### config.mk
export PLATFORM = sky130hd
export DESIGN_NAME = doorbell_unit
export DESIGN_NICKNAME = d
export VERILOG_FILES = /design/src/rtl/doorbell_pkg.sv /design/src/rtl/db_set_decode.sv /design/src/rtl/db_cpu_bank.sv /design/src/rtl/doorbell_unit.sv
export SDC_FILE = /design/constraint.sdc
export NUM_CORES = 1
export LEC_CHECK = 0
export BUFFER_PORTS_ARGS = -buffer_cell sky130_fd_sc_hd__buf_2
export CORE_MARGIN = 2
export CORE_UTILIZATION = 60
export CTS_CLUSTER_DIAMETER = 60
export DETAILED_ROUTE_END_ITERATION = 7
export GPL_TIMING_DRIVEN = 0
export PLACE_DENSITY = 0.79
export SLEW_MARGIN = 0
export SYNTH_ARGS = -nofsm -noshare
export SYNTH_HDL_FRONTEND = slang
export SYNTH_SLANG_ARGS = --single-unit
### constraint.sdc
create_clock -name clk -period 2.1 [get_ports clk]
set_input_delay 0.105 -clock clk [delete_from_list [all_inputs] [get_ports clk]]
set_output_delay 0.105 -clock clk [all_outputs]
set_load 0.03 [all_outputs]
### src/rtl/doorbell_pkg.sv
package doorbell_pkg;
  localparam int ADDR_W_DEF = 8;
  localparam logic [7:0] OFS_TRIGGER = 8'h04;
  localparam logic [7:0] OFS_PENDING = 8'h08;
  localparam logic [7:0] OFS_ENABLE  = 8'h0C;
  localparam int DB_W_DEF    = 32;
  localparam logic [31:0] IPI_GROUP = 32'h0000_00FF;
  localparam logic [31:0] MSI_GROUP = 32'hFFFF_0000;
  localparam int MAP_LSB_DEF = 8;
  localparam int TAG_LSB_DEF = 8;
  localparam int TAG_W_DEF   = 4;
  localparam logic [3:0] MSI_TAG = 4'hF;
endpackage

### src/rtl/db_set_decode.sv
module db_set_decode #(
  parameter int NUM_CPUS = 4,
  parameter int DB_W     = 32,
  parameter int MAP_LSB  = 8,
  parameter int TAG_LSB  = 8,
  parameter int TAG_W    = 4,
  parameter logic [TAG_W-1:0] TAG_VAL = '1
) (
  input  logic                           clk,
  input  logic                           rst_n,
  input  logic                           trig_wr,
  input  logic [DB_W-1:0]                trig_data,
  input  logic                           msi_fire,
  input  logic [DB_W-1:0]                msi_data,
  output logic [NUM_CPUS-1:0][DB_W-1:0]  set_vec
);
  localparam int IDX_W = $clog2(DB_W);

  logic [DB_W-1:0] trig_onehot;
  logic [DB_W-1:0] msi_onehot;
  logic            msi_ok;
  logic            unused_bits;

  assign trig_onehot = DB_W'(1) << trig_data[IDX_W-1:0];
  assign msi_onehot  = DB_W'(1) << msi_data[IDX_W-1:0];
  assign msi_ok      = msi_fire && (msi_data[TAG_LSB +: TAG_W] == TAG_VAL);
  assign unused_bits = ^{trig_data, msi_data};

  for (genvar c = 0; c < NUM_CPUS; c++) begin : g_cpu
    logic [DB_W-1:0] from_trig;
    logic [DB_W-1:0] from_msi;
    assign from_trig = (trig_wr && trig_data[MAP_LSB + c]) ? trig_onehot : '0;
    if (c == 0) begin : g_msi_target
      assign from_msi = msi_ok ? msi_onehot : '0;
    end else begin : g_no_msi
      assign from_msi = '0;
    end
    assign set_vec[c] = from_trig | from_msi;

    // a message never rings a CPU other than 0 on its own
    if (c != 0) begin : g_chk
      a_r3_msi_cpu0_only: assert property (@(posedge clk) disable iff (!rst_n)
        (msi_fire && !trig_wr) |-> (set_vec[c] == '0));
    end
  end

  // a message with a wrong tag rings nothing
  a_r4_bad_tag_ignored: assert property (@(posedge clk) disable iff (!rst_n)
    (msi_fire && !trig_wr && (msi_data[TAG_LSB +: TAG_W] != TAG_VAL)) |-> (set_vec == '0));

  // a trigger write rings at most one doorbell per CPU
  a_r2_single_bell: assert property (@(posedge clk) disable iff (!rst_n)
    (trig_wr && !msi_fire) |-> ($countones(set_vec) <= NUM_CPUS));
endmodule

### src/rtl/db_cpu_bank.sv
module db_cpu_bank #(
  parameter int DB_W = 32,
  parameter logic [DB_W-1:0] IPI_MASK = 32'h0000_00FF,
  parameter logic [DB_W-1:0] MSI_MASK = 32'hFFFF_0000
) (
  input  logic            clk,
  input  logic            rst_n,
  input  logic [DB_W-1:0] set_vec,
  input  logic            pend_we,
  input  logic            en_we,
  input  logic [DB_W-1:0] wdata,
  output logic [DB_W-1:0] pending,
  output logic [DB_W-1:0] enable,
  output logic            ipi_irq,
  output logic            msi_irq
);
  logic [DB_W-1:0] kept;
  logic [DB_W-1:0] live;

  assign kept = pend_we ? (pending & wdata) : pending;

  always_ff @(posedge clk or negedge rst_n) begin
    if (!rst_n) begin
      pending <= '0;
      enable  <= '0;
    end else begin
      pending <= kept | set_vec;
      if (en_we) enable <= wdata;
    end
  end

  assign live    = pending & enable;
  assign ipi_irq = |(live & IPI_MASK);
  assign msi_irq = |(live & MSI_MASK);

  // a rung bell survives a same-cycle clear
  a_r6_set_wins: assert property (@(posedge clk) disable iff (!rst_n)
    (set_vec != '0) |=> ((pending & $past(set_vec)) == $past(set_vec)));

  // with no bell rung, a pending write keeps only bits written as 1
  a_r5_clear_on_zero: assert property (@(posedge clk) disable iff (!rst_n)
    (pend_we && set_vec == '0) |=> (pending == ($past(pending) & $past(wdata))));

  // pending word holds when nothing touches it
  a_r5_hold: assert property (@(posedge clk) disable iff (!rst_n)
    (!pend_we && set_vec == '0) |=> $stable(pending));

  // enable word takes the written value
  a_r7_enable_store: assert property (@(posedge clk) disable iff (!rst_n)
    en_we |=> (enable == $past(wdata)));

  // an IPI summary only rises after a bell or an enable change
  a_r8_ipi_rise_cause: assert property (@(posedge clk) disable iff (!rst_n)
    $rose(ipi_irq) |-> ($past(set_vec != '0) || $past(en_we)));

  // an MSI summary only rises after a bell or an enable change
  a_r9_msi_rise_cause: assert property (@(posedge clk) disable iff (!rst_n)
    $rose(msi_irq) |-> ($past(set_vec != '0) || $past(en_we)));
endmodule

### src/rtl/doorbell_unit.sv
module doorbell_unit
  import doorbell_pkg::*;
#(
  parameter int NUM_CPUS = 4,
  parameter int DB_W     = DB_W_DEF,
  parameter int ADDR_W   = ADDR_W_DEF,
  parameter int CPU_W    = (NUM_CPUS > 1) ? $clog2(NUM_CPUS) : 1
) (
  input  logic                clk,
  input  logic                rst_n,
  input  logic                wr_en,
  input  logic [ADDR_W-1:0]   wr_addr,
  input  logic [CPU_W-1:0]    wr_cpu,
  input  logic [DB_W-1:0]     wr_data,
  input  logic [CPU_W-1:0]    rd_cpu,
  input  logic [ADDR_W-1:0]   rd_addr,
  output logic [DB_W-1:0]     rd_data,
  input  logic                msi_valid,
  output logic                msi_ready,
  input  logic [DB_W-1:0]     msi_data,
  output logic [NUM_CPUS-1:0] ipi_irq,
  output logic [NUM_CPUS-1:0] msi_irq
);
  localparam logic [ADDR_W-1:0] A_TRIG = ADDR_W'(OFS_TRIGGER);
  localparam logic [ADDR_W-1:0] A_PEND = ADDR_W'(OFS_PENDING);
  localparam logic [ADDR_W-1:0] A_EN   = ADDR_W'(OFS_ENABLE);
  localparam logic [CPU_W:0]    NCPU_L = (CPU_W+1)'(NUM_CPUS);

  logic                          ready_q;
  logic                          trig_wr;
  logic                          msi_fire;
  logic [NUM_CPUS-1:0][DB_W-1:0] set_vec;
  logic [NUM_CPUS-1:0][DB_W-1:0] pend_q;
  logic [NUM_CPUS-1:0][DB_W-1:0] en_q;

  always_ff @(posedge clk or negedge rst_n) begin
    if (!rst_n) ready_q <= 1'b0;
    else        ready_q <= 1'b1;
  end
  assign msi_ready = ready_q;
  assign msi_fire  = msi_valid && ready_q;
  assign trig_wr   = wr_en && (wr_addr == A_TRIG);

  db_set_decode #(
    .NUM_CPUS(NUM_CPUS), .DB_W(DB_W), .MAP_LSB(MAP_LSB_DEF),
    .TAG_LSB(TAG_LSB_DEF), .TAG_W(TAG_W_DEF), .TAG_VAL(MSI_TAG)
  ) u_decode (
    .clk(clk), .rst_n(rst_n),
    .trig_wr(trig_wr), .trig_data(wr_data),
    .msi_fire(msi_fire), .msi_data(msi_data),
    .set_vec(set_vec)
  );

  for (genvar c = 0; c < NUM_CPUS; c++) begin : g_bank
    logic sel;
    assign sel = (wr_cpu == CPU_W'(c));
    db_cpu_bank #(
      .DB_W(DB_W), .IPI_MASK(DB_W'(IPI_GROUP)), .MSI_MASK(DB_W'(MSI_GROUP))
    ) u_bank (
      .clk(clk), .rst_n(rst_n),
      .set_vec(set_vec[c]),
      .pend_we(wr_en && sel && (wr_addr == A_PEND)),
      .en_we(wr_en && sel && (wr_addr == A_EN)),
      .wdata(wr_data),
      .pending(pend_q[c]), .enable(en_q[c]),
      .ipi_irq(ipi_irq[c]), .msi_irq(msi_irq[c])
    );
  end

  always_comb begin
    rd_data = '0;
    if ({1'b0, rd_cpu} < NCPU_L) begin
      if (rd_addr == A_PEND)    rd_data = pend_q[rd_cpu];
      else if (rd_addr == A_EN) rd_data = en_q[rd_cpu];
    end
  end

  // nothing is signalled in the first cycle after reset
  a_r1_quiet_after_reset: assert property (@(posedge clk) disable iff (!rst_n)
    !$past(ready_q) |-> (ipi_irq == '0 && msi_irq == '0));

  // the stream never back-pressures once out of reset
  a_r11_always_ready: assert property (@(posedge clk) disable iff (!rst_n)
    $past(rst_n) |-> msi_ready);
endmodule

==> impl_results.md, run 1 <==
- CTS root buffer: clkbuf_16
- Post-layout util: 71.8%
- R2R Setup Slk: 540 ps
- Critical R2R Capture: g_bank[0].u_bank.pending[26]
- Worst hold path type: input port to asynchronous set/reset pin
- Core area: 21,600 µm²
- Period utilisation layout: 103%
- Post-synth ARST share: 100%
- Post-synth top cells: dfrtp_1 (257), o41ai_1 (128), o21ai_0 (96)
- DRC: 2
- Synth warnings: 0
- CP Class: input port to output pin
- Initial Utilization: 60.6%
- Seq cells post-synth: 257
- Mapped Cells: 1,004
- R2R cell count: 4
- Routed Antenna Nets: 0
- CP Max Fanout: 10
- Top-area cell type share of the netlist area: 49.1%
- Syn avg cell area: 13.0 µm²
- RSZ-0062 raised after global routing: true
- Largest area contributor in the netlist: dfrtp_1
- Post-DR wirelength/cell: 32.0 µm
- Tot GR Track Use: 41.5%
- Synth unique cells: 42
- Post-Syn Nets: 1,092
- Clk_skew: 3.48 ps
- Total wire length: 46,900 µm
- H-tree levels: 1
- Critical Path RT: 2000 ps
- Final instance area: 15,500 µm²
- Vias in the first global route: 11,131
- Die ar.: 23,000 µm²
- Fillers: 1,517
- Initial antenna violation count: 0
- Main synth FF type: dfrtp_1
- Total Power: 0.0111 W
- Worst Max-Slew Pin Slew: 1100 ps
- Tmin final: 2160 ps
- Largest net degree at the start of global routing: 111
- Hold Violations, Final: 0
- NumNets Final: 1,252
- Reg2Reg Launch Point: msi_ready
- Number of synthesized flops with an enable pin: 0
- Drt first pass iters: 8
- Maximum clock rate: 0.464 GHz
- Status: finished, violations left
- Dpl hpwl: 31,800 µm
- Pleak: 6.89 nW
- Met2 wire length: 20,600 µm
- Die extent in x: 152 µm
- Critical path endpoint category: output pin
- Relative slew margins: 26.4%
- Max-cap violations: 0
- Largest cells by area after synthesis: dfrtp_1 (49%), mux4_2 (11%), o41ai_1 (8.6%)
- # setup viols final: 5
- Placer Congestion: 1.04
- Maximum vdd ir drop: 0.613 mV
- Clock Path Buffers: 3
- Insertion delay of the later-clocked pin in the worst-skew pair: 560 ps
- Slew Limit Fails: 0
- Met3 Wirelength: 7050 µm
- Pre-CTS WS: -807 ps
- Post-synthesis cell area: 13,100 µm²
- Share of cells above drive strength 1: 34.3%
- Initial DRC Count: 1,879
- Layout overhead on the synthesized area: 18.5%
- CP Launch Type: input port
- Pwr dens: 717 nW/µm²
- N_diodes: 0
- GR Overflow Total: 0
- Vias/cell: 7.75
- Clock transition at path regs: 60 ps
- First-pass GRT wire length: 69,800 µm
- Metal1 wirelength: 16,900 µm
- CTS Sinks: 257
- CTS tree: yes
- Final WS setup: -56.5 ps
- Fin Setup TNS: -134 ps
- TritonCTS buffer count: 29
- CP Data Arrival Time: 2050 ps
- Top routing layer used: met4
- Via count: 11,353
- Port bufs: 97
- Post-synthesis sequential area ratio: 49.1%
- Cell Area, Placed: 14,000 µm²
- Die Y: 152 µm
- Rows: 54
- Leading cell type by number of instances after synthesis: dfrtp_1
- Failing checks: DRC, setup timing
- # IOs: 129
-- what timing repair did --
action | CTS | global route
buffers inserted | 0 | 6
gates cloned | 0 | 0
pin swaps | 0 | 9
resized for setup | 54 | 25
endpoints found under the hold margin | 336 | 0
endpoints found under the setup margin | 107 | 35
hold buffers | 27 | 0
-- cells by family after synthesis --
family	count (synthesis)	synth area share [%]
buf+inv	112	3.77
compound gates	336	19.6
mux	192	22.9
simple gates	106	4.65
flops	257	49.1
other cells	1	0.0286
-- per-stage QoR --
stage               cells  hold WS (ps)
floorplan            1004          -191
global placement     1381           458
detailed placement   1383          17.1
CTS                  1461          34.6
global route         1464          84.5
finish               1464          21.5
-- state kept, by name, summed over array words and instances (netlist names) --
name	cells
g_bank.u_bank.enable	128
msi_ready	1
g_bank.u_bank.pending	128
-- cells in the final DEF (no fill, tap or decap), drive strengths merged, types with 3 or more instances in the layout --
cell and n:
a22o 48, and3b 4, inv 3, mux2 128
o41ai 128, nand4b 3, nand3 5, clkinv 9
nor2 4, nand3b 3, nand4 15, o21ai 96
dlygate4sd3 27, nand2 40, o221ai 32, nor3b 3
a221oi 16, mux4 64, nor3 3, and2 3
buf 138, nor2b 6, nor4 4, bufinv 4
a22oi 16, dfrtp 257, clkbuf 107
-- metal layers --
layer  up-vias  global-route usage [%]
met5         -                   0.682
met4         0                    17.2
met3       199                    13.4
met2      1050                    60.8
met1      5655                    57.5
li1       4449                       -
-- report_power, final --
group / internal (W) / switching (W)
clock: 0.00312 / 0.00213
combinational: 0.000257 / 0.000538
sequential: 0.00501 / 0.0000634
-- critical path: stages --
cell      delay [ps]
clkbuf_1         540
clkbuf_2         530
mux4_2           400
a22o_1           280
buf_2            190
-- how the worst max path moves through the flow --
stage               slack, ps  cells past startpoint       start                          end
CTS                       -30                      6  rd_addr[6]                  rd_data[20]
global placement        -3730                      1       rst_n  g_bank[2].u_bank.enable[18]
global route              -40                      6  rd_addr[6]                  rd_data[19]
finish                    -60                      5   rd_cpu[1]                  rd_data[20]
detailed placement       -810                      6  rd_addr[6]                  rd_data[20]
floorplan                 110                      6  wr_addr[7]  g_bank[0].u_bank.enable[10]
-- area by class of cell --
class | count | area [µm²] | area share [%]
sequential | 257 | 6440 | 41.5
timing repair buffer | 132 | 878 | 5.66
multi-input combinational | 635 | 6320 | 40.7
inverter | 1 | 3.75 | 0.0242
buffer | 108 | 559 | 3.60
tap | 280 | 350 | 2.26
clock inverter | 16 | 194 | 1.25
clock buffer | 35 | 778 | 5.01
(Power assumes the default switching activity.)
==> run 2: changes to the inputs <==
--- a/config.mk
+++ b/config.mk
@@ -5,13 +5,15 @@
 export SDC_FILE = /design/constraint.sdc
 export NUM_CORES = 1
 export LEC_CHECK = 0
+export ABC_AREA = 1
 export BUFFER_PORTS_ARGS = -buffer_cell sky130_fd_sc_hd__buf_2
 export CORE_MARGIN = 2
 export CORE_UTILIZATION = 60
 export CTS_CLUSTER_DIAMETER = 60
 export DETAILED_ROUTE_END_ITERATION = 7
+export GPL_ROUTABILITY_DRIVEN = 0
 export GPL_TIMING_DRIVEN = 0
-export PLACE_DENSITY = 0.79
+export PLACE_DENSITY = 0.78
 export SLEW_MARGIN = 0
 export SYNTH_ARGS = -nofsm -noshare
 export SYNTH_HDL_FRONTEND = slang
==> run 2 against run 1 <==
  * The flow finishes with violations (setup timing)
  * Total power is 4.2% higher
  * Cell count is 69% higher
  * Worst hold slack worse by 12 ps
  * Maximum frequency is 1.1% lower
  * Non-clock buffer count is 44 higher
  * Flip-flop and latch count stayed put
  * Die area is 6.5% higher
  * Largest cell class is now multi-input gates
  * Largest power group unchanged
==> impl_results.md, run 2 <==
- Post-DR wirelength/cell: 22.9 µm
- CP Launch Type: flip-flop
- Via count: 15,777
- # IOs: 129
- Largest area contributor in the netlist: dfrtp_1
- Tot GR Track Use: 46.1%
- Synth unique cells: 21
- H-tree levels: 1
- Drt first pass iters: 7
- Insertion delay of the later-clocked pin in the worst-skew pair: 590 ps
- Port bufs: 94
- CP Max Fanout: 2
- Initial Utilization: 61.3%
- DRC: 0
- RSZ-0062 raised after global routing: true
- Dpl hpwl: 39,900 µm
- Die extent in x: 157 µm
- Syn avg cell area: 7.08 µm²
- Cell Area, Placed: 14,900 µm²
- CTS root buffer: clkbuf_16
- Layout overhead on the synthesized area: 17.0%
- Worst Hold End: g_bank[0].u_bank.pending[12]
- Hold Violations, Final: 0
- Initial antenna violation count: 3
- Slowest-stage cell, CP: o21ai_0
- Hold Startpoint: msi_data[2]
- Largest cells by area after synthesis: dfrtp_1 (46%), nand2_1 (16%), nand3_1 (12%)
- Final WS setup: -80.3 ps
- First-pass GRT wire length: 83,700 µm
- Top-area cell type share of the netlist area: 46.0%
- Clock transition at path regs: 60 ps
- Vias in the first global route: 14,390
- Tmin final: 2180 ps
- R2R Setup Slk: 440 ps
- Critical Path RT: 2000 ps
- TritonCTS buffer count: 30
- Die ar.: 24,500 µm²
- Clk_skew: 20.6 ps
- Rows: 55
- Number of synthesized flops with an enable pin: 0
- Post-synthesis cell area: 14,000 µm²
- # setup viols final: 2
- Post-Syn Nets: 2,061
- Largest net degree at the start of global routing: 119
- Period utilisation layout: 104%
- Critical path endpoint category: output pin
- CP Data Arrival Time: 2080 ps
- CP Class: flip-flop to output pin
- Slew Limit Fails: 0
- Initial DRC Count: 2,902
- Critical R2R Capture: g_bank[0].u_bank.pending[13]
- GR Overflow Total: 0
- Status: finished, violations left
- Post-synth ARST share: 100%
- Worst hold path type: input port to flip-flop
- Max-cap violations: 0
- Pwr dens: 709 nW/µm²
- Post-synth top cells: nand2_1 (610), nand3_1 (345), dfrtp_1 (257)
- Hold Crit Depth: 5
- Seq cells post-synth: 257
- Main synth FF type: dfrtp_1
- Total wire length: 56,600 µm
- Relative slew margins: 28.6%
- Clock Path Buffers: 3
- Total Power: 0.0116 W
- Pre-CTS WS: -203 ps
- Worst Max-Slew Pin Slew: 1070 ps
- Commonest non-fill, non-tap cell in the layout: nand2_1
- Share of cells above drive strength 1: 10.3%
- Core area: 22,800 µm²
- Vias/cell: 6.38
- Pleak: 8.60 nW
- Cells after DPL: 2,382
- R2R cell count: 5
- Number of standard cells in the final layout excluding fillers: 2,473
- Maximum clock rate: 0.459 GHz
- Bufs and invs on worst path: 3
- Cell Chain, Critical Path: inv_1 > o21ai_0 > nor3_2 > nand3_1 > buf_4 > buf_2
- Post-layout util: 71.8%
- Synth warnings: 0
- Leading cell type by number of instances after synthesis: nand2_1
- Post-synthesis sequential area ratio: 46.0%
- Reg2Reg Launch Point: msi_ready
- CTS tree: yes
- NumNets Final: 2,222
- Final instance area: 16,300 µm²
- Slowest Stage Delay on Critical Path: 510 ps
- Routed Antenna Nets: 0
- Mapped Cells: 1,973
- Maximum vdd ir drop: 0.618 mV
- Family with the most delay on the worst path: compound AO/OA/AOI/OAI gates
- CTS Sinks: 257
- Die Y: 157 µm
- Failing checks: setup timing
- Most frequent cells in the layout: nand2_1 (610), nand3_1 (344), dfrtp_1 (257)
[run 2: cell types whose count changed in the layout (fill, tap and decap cells not counted), moves of 93 or more]
cell	delta
o41ai_1	-128
nor2_1	+149
o21ai_0	+140
mux2_2	-93
nand3_1	+339
nand2_1	+570
[run 2: cells by family after synthesis]
group	synth area share [%]
simple gates	34.6
buf+inv	6.93
flops	46.0
compound gates	12.4
other cells	0.0268
[run 2: how the worst max path moves through the flow]
stage / startpoint / cells after the start / slack [ps] / endpoint
after floorplan: msi_ready / 5 / 700 / g_bank[0].u_bank.pending[11]
after CTS: g_bank[0].u_bank.pending[31] / 6 / 20 / msi_irq[0]
after global placement: rst_n / 1 / -3720 / g_bank[1].u_bank.enable[25]
after global routing: g_bank[1].u_bank.enable[18] / 6 / -30 / msi_irq[1]
final: g_bank[0].u_bank.enable[31] / 6 / -80 / msi_irq[0]
after detailed placement: rd_cpu[1] / 9 / -200 / rd_data[11]
[run 2: layout make-up]
type | count | area, µm²
inverter | 83 | 312
sequential | 257 | 6430
multi-input combinational | 1478 | 6620
timing repair buffer | 130 | 880
buffer | 154 | 676
antenna | 3 | 7.51
clock buffer | 44 | 883
clock inverter | 11 | 150
tap | 313 | 392
fill | 1882 | 6430
[run 2: through the flow]
| step | hold slack [ps] | setup TNS [ps] |
|---|---|---|
| 3_3_place_gp | 433 | -949730 |
| 5_1_grt | 37.3 | -82.6 |
| 3_5_place_dp | 37.0 | -1540 |
| 4_1_cts | 2.91 | 0 |
| 2_1_floorplan | -191 | 0 |
| 6_report | 9.42 | -94.0 |
[run 2: routing by layer]
layer / vias to the layer above / share of wire [%] / global-route usage, % / wire length, µm
met3: 343 / 17 / 19.5 / 9570
met5: - / 0.065 / 0 / 37
met1: 7187 / 36 / 60.8 / 20400
met4: 4 / 6.7 / 24.0 / 3810
met2: 1396 / 40 / 64.8 / 22800
li1: 6847 / - / - / -
[run 2: what timing repair did]
| action | CTS | global route |
|---|---|---|
| buffers inserted | 0 | 1 |
| hold endpoints to repair | 322 | 0 |
| pin swaps | 0 | 5 |
| endpoints found under the setup margin | 21 | 26 |
| gates resized for setup | 9 | 33 |
| hold buffers | 33 | 0 |
[run 2: power by group]
| group | total (W) | switching (W) | internal (W) |
|---|---|---|---|
| combinational | 0.00104 | 0.000777 | 0.000266 |
| clock | 0.00548 | 0.00220 | 0.00327 |
| sequential | 0.00506 | 0.0000520 | 0.00501 |
| total | 0.0116 | 0.00303 | 0.00855 |
[run 2: tightest hold or removal path, delay by kind of cell]
| kind | cells | cell delay [ps] |
|---|---|---|
| buffers and inverters | 1 | 120 |
| AND/OR/NAND/NOR | 4 | 330 |
